<file path="src/rtl/ibkpt_pkg.sv">
package ibkpt_pkg;

    typedef enum logic [1:0] {
        HW_NONE  = 2'b00,
        HW_LOWER = 2'b01,
        HW_UPPER = 2'b10,
        HW_BOTH  = 2'b11
    } hw_sel_t;

    localparam int CODE_ADDR_W  = 27;
    localparam int CMP_BASE_IDX = 2;
    localparam int KEY_BIT      = 1;

    typedef struct packed {
        hw_sel_t                  sel;
        logic [CODE_ADDR_W-1:0]   addr;
        logic                     en;
    } cmp_cfg_t;

    function automatic logic hw_allowed(hw_sel_t sel, logic upper);
        case (sel)
            HW_LOWER: hw_allowed = !upper;
            HW_UPPER: hw_allowed = upper;
            HW_BOTH:  hw_allowed = 1'b1;
            default:  hw_allowed = 1'b0;
        endcase
    endfunction

    function automatic logic [31:0] pack_cfg(cmp_cfg_t c);
        pack_cfg = {c.sel, 1'b0, c.addr, 1'b0, c.en};
    endfunction

endpackage

</file>
<file path="src/rtl/ibkpt_regbank.sv">
module ibkpt_regbank
    import ibkpt_pkg::*;
#(
    parameter int NUM_CMP = 4,
    parameter int OFF_W   = 8
) (
    input  logic                 clk,
    input  logic                 rst,
    input  logic                 reg_wen,
    input  logic [OFF_W-1:0]     reg_addr,
    input  logic [31:0]          reg_wdata,
    output logic [31:0]          reg_rdata,
    output logic                 glob_en_o,
    output cmp_cfg_t [NUM_CMP-1:0] cfg_o
);
    localparam int IDX_W = OFF_W - 2;
    localparam logic [IDX_W-1:0] END_IDX = IDX_W'(CMP_BASE_IDX + NUM_CMP);
    localparam logic [3:0] COUNT_FIELD = 4'(NUM_CMP);

    logic [IDX_W-1:0] idx;
    assign idx = reg_addr[OFF_W-1:2];

    logic unused_ok;
    assign unused_ok = ^{reg_addr[1:0], reg_wdata[29]};

    always_ff @(posedge clk) begin
        if (rst) begin
            glob_en_o <= 1'b0;
        end else if (reg_wen && idx == '0 && reg_wdata[KEY_BIT]) begin
            glob_en_o <= reg_wdata[0];
        end
    end

    for (genvar i = 0; i < NUM_CMP; i++) begin : g_cmp_reg
        cmp_cfg_t cfg_q;
        always_ff @(posedge clk) begin
            if (rst) begin
                cfg_q <= '0;
            end else if (reg_wen && idx == IDX_W'(CMP_BASE_IDX + i)) begin
                cfg_q.sel  <= hw_sel_t'(reg_wdata[31:30]);
                cfg_q.addr <= reg_wdata[28:2];
                cfg_q.en   <= reg_wdata[0];
            end
        end
        assign cfg_o[i] = cfg_q;
    end

    always_comb begin
        reg_rdata = '0;
        if (idx == '0) begin
            reg_rdata = {24'b0, COUNT_FIELD, 3'b0, glob_en_o};
        end
        for (int i = 0; i < NUM_CMP; i++) begin
            if (idx == IDX_W'(CMP_BASE_IDX + i)) begin
                reg_rdata = pack_cfg(cfg_o[i]);
            end
        end
    end


    key_guard_chk: assert property (@(posedge clk) disable iff (rst)
        (reg_wen && idx == '0 && !reg_wdata[KEY_BIT]) |=> $stable(glob_en_o));


    unmapped_write_chk: assert property (@(posedge clk) disable iff (rst)
        (reg_wen && (idx == IDX_W'(1) || idx >= END_IDX))
        |=> ($stable(glob_en_o) && $stable(cfg_o)));

endmodule

</file>
<file path="src/rtl/ibkpt_comparator.sv">
module ibkpt_comparator
    import ibkpt_pkg::*;
(
    input  cmp_cfg_t     cfg,
    input  logic         unit_en,
    input  logic [31:0]  fetch_addr,
    output logic         match
);
    logic in_code;
    logic addr_eq;
    logic unused_ok;

    assign unused_ok = fetch_addr[0];
    assign in_code   = (fetch_addr[31:29] == 3'b000);
    assign addr_eq   = (fetch_addr[28:2] == cfg.addr);
    assign match     = unit_en && cfg.en && in_code && addr_eq
                       && hw_allowed(cfg.sel, fetch_addr[1]);
endmodule

</file>
<file path="src/rtl/ibkpt_unit.sv">
module ibkpt_unit
    import ibkpt_pkg::*;
#(
    parameter int NUM_CMP = 4,
    parameter int OFF_W   = 8
) (
    input  logic              clk,
    input  logic              rst,
    input  logic              reg_wen,
    input  logic [OFF_W-1:0]  reg_addr,
    input  logic [31:0]       reg_wdata,
    output logic [31:0]       reg_rdata,
    input  logic [31:0]       fetch_addr,
    output logic              bkpt_hit
);
    logic                   glob_en;
    cmp_cfg_t [NUM_CMP-1:0] cfg;
    logic [NUM_CMP-1:0]     match_vec;
    logic [NUM_CMP-1:0]     cmp_en_vec;

    ibkpt_regbank #(.NUM_CMP(NUM_CMP), .OFF_W(OFF_W)) regs_i (
        .clk       (clk),
        .rst       (rst),
        .reg_wen   (reg_wen),
        .reg_addr  (reg_addr),
        .reg_wdata (reg_wdata),
        .reg_rdata (reg_rdata),
        .glob_en_o (glob_en),
        .cfg_o     (cfg)
    );

    for (genvar i = 0; i < NUM_CMP; i++) begin : g_cmp
        ibkpt_comparator cmp_i (
            .cfg        (cfg[i]),
            .unit_en    (glob_en),
            .fetch_addr (fetch_addr),
            .match      (match_vec[i])
        );
        assign cmp_en_vec[i] = cfg[i].en;
    end

    always_ff @(posedge clk) begin
        if (rst) begin
            bkpt_hit <= 1'b0;
        end else begin
            bkpt_hit <= |match_vec;
        end
    end


    hit_needs_enable_chk: assert property (@(posedge clk) disable iff (rst)
        bkpt_hit |-> ($past(glob_en) && $past(cmp_en_vec) != '0));


    hit_code_region_chk: assert property (@(posedge clk) disable iff (rst)
        bkpt_hit |-> ($past(fetch_addr[31:29]) == 3'b000));

endmodule

</file>
<file path="config.mk">
export PLATFORM = sky130hd
export DESIGN_NAME = ibkpt_unit
export DESIGN_NICKNAME = d
export VERILOG_FILES = /design/src/rtl/ibkpt_pkg.sv /design/src/rtl/ibkpt_regbank.sv /design/src/rtl/ibkpt_comparator.sv /design/src/rtl/ibkpt_unit.sv
export SDC_FILE = /design/constraint.sdc
export NUM_CORES = 1
export LEC_CHECK = 0
export BUFFER_PORTS_ARGS = -buffer_cell sky130_fd_sc_hd__buf_2
export CORE_UTILIZATION = 50
export DETAILED_ROUTE_END_ITERATION = 10
export GPL_ROUTABILITY_DRIVEN = 1
export PLACE_DENSITY = 0.72
export RECOVER_POWER = 100
export SLEW_MARGIN = 0
export SYNTH_ARGS = -nofsm -noshare
export SYNTH_HDL_FRONTEND = slang
export SYNTH_SLANG_ARGS = --single-unit
</file>
<file path="constraint.sdc">
create_clock -name clk -period 3 [get_ports clk]
set_input_delay 0.3 -clock clk [delete_from_list [all_inputs] [get_ports clk]]
set_output_delay 0.3 -clock clk [all_outputs]
set_load 0.05 [all_outputs]
</file>
==> impl_metrics.py <==
metrics = {
    "outcome": {
        "status": "completed",
    },
    "global_routing": {
        "grt-ovfl-total": 0,
        "grt_pass1_wl_um": 31600,
        "grt_pass1_vias": 5674,
        "antenna_found_initial": 0,
        "track_usage": 0.323,
        "grt_max_degree": 72,
    },
    "clock_tree": {
        "cts_htree_levels": 4,
        "cts_tree": "yes",
        "ctsHoldBuffers": 0,
        "clockRootBuffer": "clkbuf_16",
        "clk_pin_slew_worst_paths_ns": 0.05,
        "postCtsSetupBuffers": 0,
        "clockBufferDepth": 2,
        "worstSkewPairLatency_ns": 0.42,
        "cts.sinks": 122,
        "cts-buffers-inserted": 17,
        "cts_resized": 0,
    },
    "placement": {
        "io_buffers": 101,
        "dpl_cell_area_um2": 7020,
        "place_hpwl_um": 14000,
        "place.gp.congestion": 0.986,
    },
    "setup_path": {
        "path_cells": "buf_2 > or4_1 > nor3b_1 > buf_12 > a221oi_1 > a21oi_1 > clkbuf_1",
        "reg2reg_to": "bkpt_hit$_SDFF_PP0_",
        "startpoint_type": "input port",
        "cp-end-kind": "output port",
        "crit_required_ns": 2.70,
        "worst-path-buf-inv": 3,
        "crit_slowest_cell": "or4_1",
        "r2r_cells": 4,
        "critPathArrivalTime_ns": 2.41,
        "crit_fanout": 31,
        "rrSetupSlack_ns": 0.45,
        "critPathKind": "in2out",
        "critPathMaxStageDelay_ns": 0.58,
        "timing.rr.start": "regs_i.glob_en_o$_SDFFE_PP0P_",
        "path_delay_family": "simple AND/OR/NAND/NOR gates",
    },
    "hold_path": {
        "min_from": "reg_wdata[8]",
        "hp-class": "in2reg",
        "hold_path_end": "regs_i.cfg_o[67]$_SDFFE_PP0P_",
        "min_path_cells": 3,
    },
    "timing": {
        "slew_viol_final": 0,
        "whs_ns": 0.150,
        "final_hold_viol_count": 0,
        "rsz0062_at_grt": "no",
        "fin_skew_ns": 0.00621,
        "setup_viol": 0,
        "worstMarginPinSlew_ns": 1.40,
        "finalCriticalPeriod_ns": 2.71,
        "tns_ns": 0,
        "max_freq_ghz": 0.369,
        "finalCritPeriodShare": 0.904,
        "worst_slew_margin_rel": 0.0639,
    },
    "die": {
        "dieHeight_um": 115,
        "die_x_um": 115,
        "initial_core_util": 0.511,
        "core_region_area_um2": 12600,
        "io_pins": 108,
        "rows": 41,
        "dieArea_um2": 13300,
    },
    "power": {
        "clkPwrFrac": 0.475,
        "vdd_drop_max_v": 0.000291,
        "total_power_uw": 3750,
        "combPwrFrac": 0.089,
        "power.density_nw_per_um2": 504,
        "p_int_uw": 2850,
        "switchingPower_uw": 906,
        "power_frac_seq": 0.436,
        "switching_share": 0.241,
        "leakage_uw": 0.00257,
    },
    "yosys": {
        "synth_area_leaders": "dfxtp_1, nand2_1, a21oi_1",
        "synth_area_leader_cell": "dfxtp_1",
        "ys_ff_latch": 122,
        "synth_top_cell_area_share": 0.380,
        "yosysSeqAreaShare": 0.380,
        "avgSynthCellArea_um2": 7.75,
        "syn_inst": 829,
        "syn_area_um2": 6420,
        "ys_types": 35,
        "ys.warnings.count": 0,
    },
    "layout": {
        "nNetsFinal": 967,
        "drive_above_1_share": 0.131,
        "utilization": 0.592,
        "diodes": 0,
        "seq_area_um2": 2440,
        "fill_cells": 1185,
        "syn_to_final_growth_pct": 15.9,
        "final_area_um2": 7450,
        "multi_input_area_um2": 3610,
    },
    "job": {
        "cap_violations": 0,
    },
    "route": {
        "drc": 0,
        "wl_per_cell_um": 19.2,
        "drt_iter0_drc": 643,
        "wl_um": 20600,
        "ant_nets": 0,
        "drt-pass1-iter-count": 6,
        "vias_per_cell": 5.72,
        "route.vias.total": 6154,
    },
}
## flip-flops by register name, indices dropped and copies added, names as in the netlist
signal and count:
regs_i.cfg_o 120, regs_i.glob_en_o 1, bkpt_hit 1
## placed cells by master (no fill, tap or decap), drive strengths merged
cell type / n
inv: 1
a31oi: 1
conb: 2
mux2i: 33
a21oi: 150
and3: 2
and2: 3
o22ai: 1
nor4b: 1
nor4: 14
a41oi: 1
mux2: 2
clkbuf: 56
nand2: 247
dfxtp: 122
buf: 91
nand4: 19
a22o: 1
or4: 2
clkinv: 3
xor2: 33
nor2: 2
nor3b: 3
a221oi: 28
a211oi: 1
nand3b: 1
nand3: 7
nor3: 1
xnor2: 75
## area by class of cell
cell class,count,share of cell area
multi-input cells,630,0.485
flip-flops and latches,122,0.328
repair buffers,120,0.0894
clock buffers,27,0.0662
well taps,172,0.0289
clock inverters,3,0.00202
inverters,1,0.000504
## Yosys cell counts
cell / n
or4_4: 1
buf_6: 4
nand3b_1: 1
buf_4: 4
mux2_2: 2
a31oi_1: 1
nor3_1: 1
or4_1: 1
nor2_1: 1
nor4_1: 14
buf_2: 18
nand3_1: 7
a21oi_1: 150
a22o_1: 1
nor4b_2: 1
dfxtp_1: 122
and2_1: 2
a211oi_1: 1
mux2i_1: 33
o22ai_1: 1
xnor2_1: 75
clkbuf_1: 49
buf_1: 2
nor2_2: 1
nor3b_2: 1
inv_1: 1
nand2_1: 247
xor2_1: 33
nor3b_1: 2
nand4_1: 19
and3_1: 2
conb_1: 1
a221oi_1: 28
and2_2: 1
a41oi_1: 1
## routing by layer
metal / vias up / GRT usage / part of all wire
li1: 2927 / - / -
met1: 2873 / 0.424 / 0.42
met2: 311 / 0.515 / 0.46
met3: 43 / 0.0712 / 0.097
met4: 0 / 0.126 / 0.027
met5: - / 0 / 0
## worst max-delay path by stage
stage	startpoint	endpoint	slack, ns	cells past startpoint
2_1_floorplan	reg_addr[5]	reg_rdata[21]	0.46	6
3_3_place_gp	reg_addr[5]	reg_rdata[0]	0.54	8
3_5_place_dp	reg_addr[5]	reg_rdata[0]	0.55	8
4_1_cts	reg_addr[5]	reg_rdata[0]	0.54	8
5_1_grt	reg_addr[5]	reg_rdata[17]	0.25	7
6_report	reg_addr[5]	reg_rdata[4]	0.29	7
## power by group through the flow
stage	registers, µW	clock network [µW]	logic [µW]
2_1_floorplan	1670	0	193
5_1_grt	1630	1870	350
4_1_cts	1640	1790	331
3_3_place_gp	1670	0	330
3_5_place_dp	1670	0	329
6_report	1640	1780	333
## tightest hold or removal path: cells and delay by family
kind,cells,cell delay (ns)
simple gates,1,0.05
buf+inv,1,0.12
compound gates,1,0.05
## cells by family (layout without fill, tap and decap cells)
logic type,count (synthesis),after routing,share of synthesized area
AO/OA/AOI/OAI,183,183,0.161
XOR/XNOR,108,108,0.147
multiplexers,35,35,0.0549
AND/OR/NAND/NOR,302,302,0.200
buffers and inverters,78,151,0.0561
flip-flops,122,122,0.380
other,1,2,0.000584
## per-stage QoR
stage	cells	worst slack, ns
finish	1075	0.287
global route	1075	0.249
CTS	1075	0.545
detailed placement	1045	0.550
global placement	1045	0.543
floorplan	830	0.459
No activity file was read; power rests on OpenSTA's default activity.
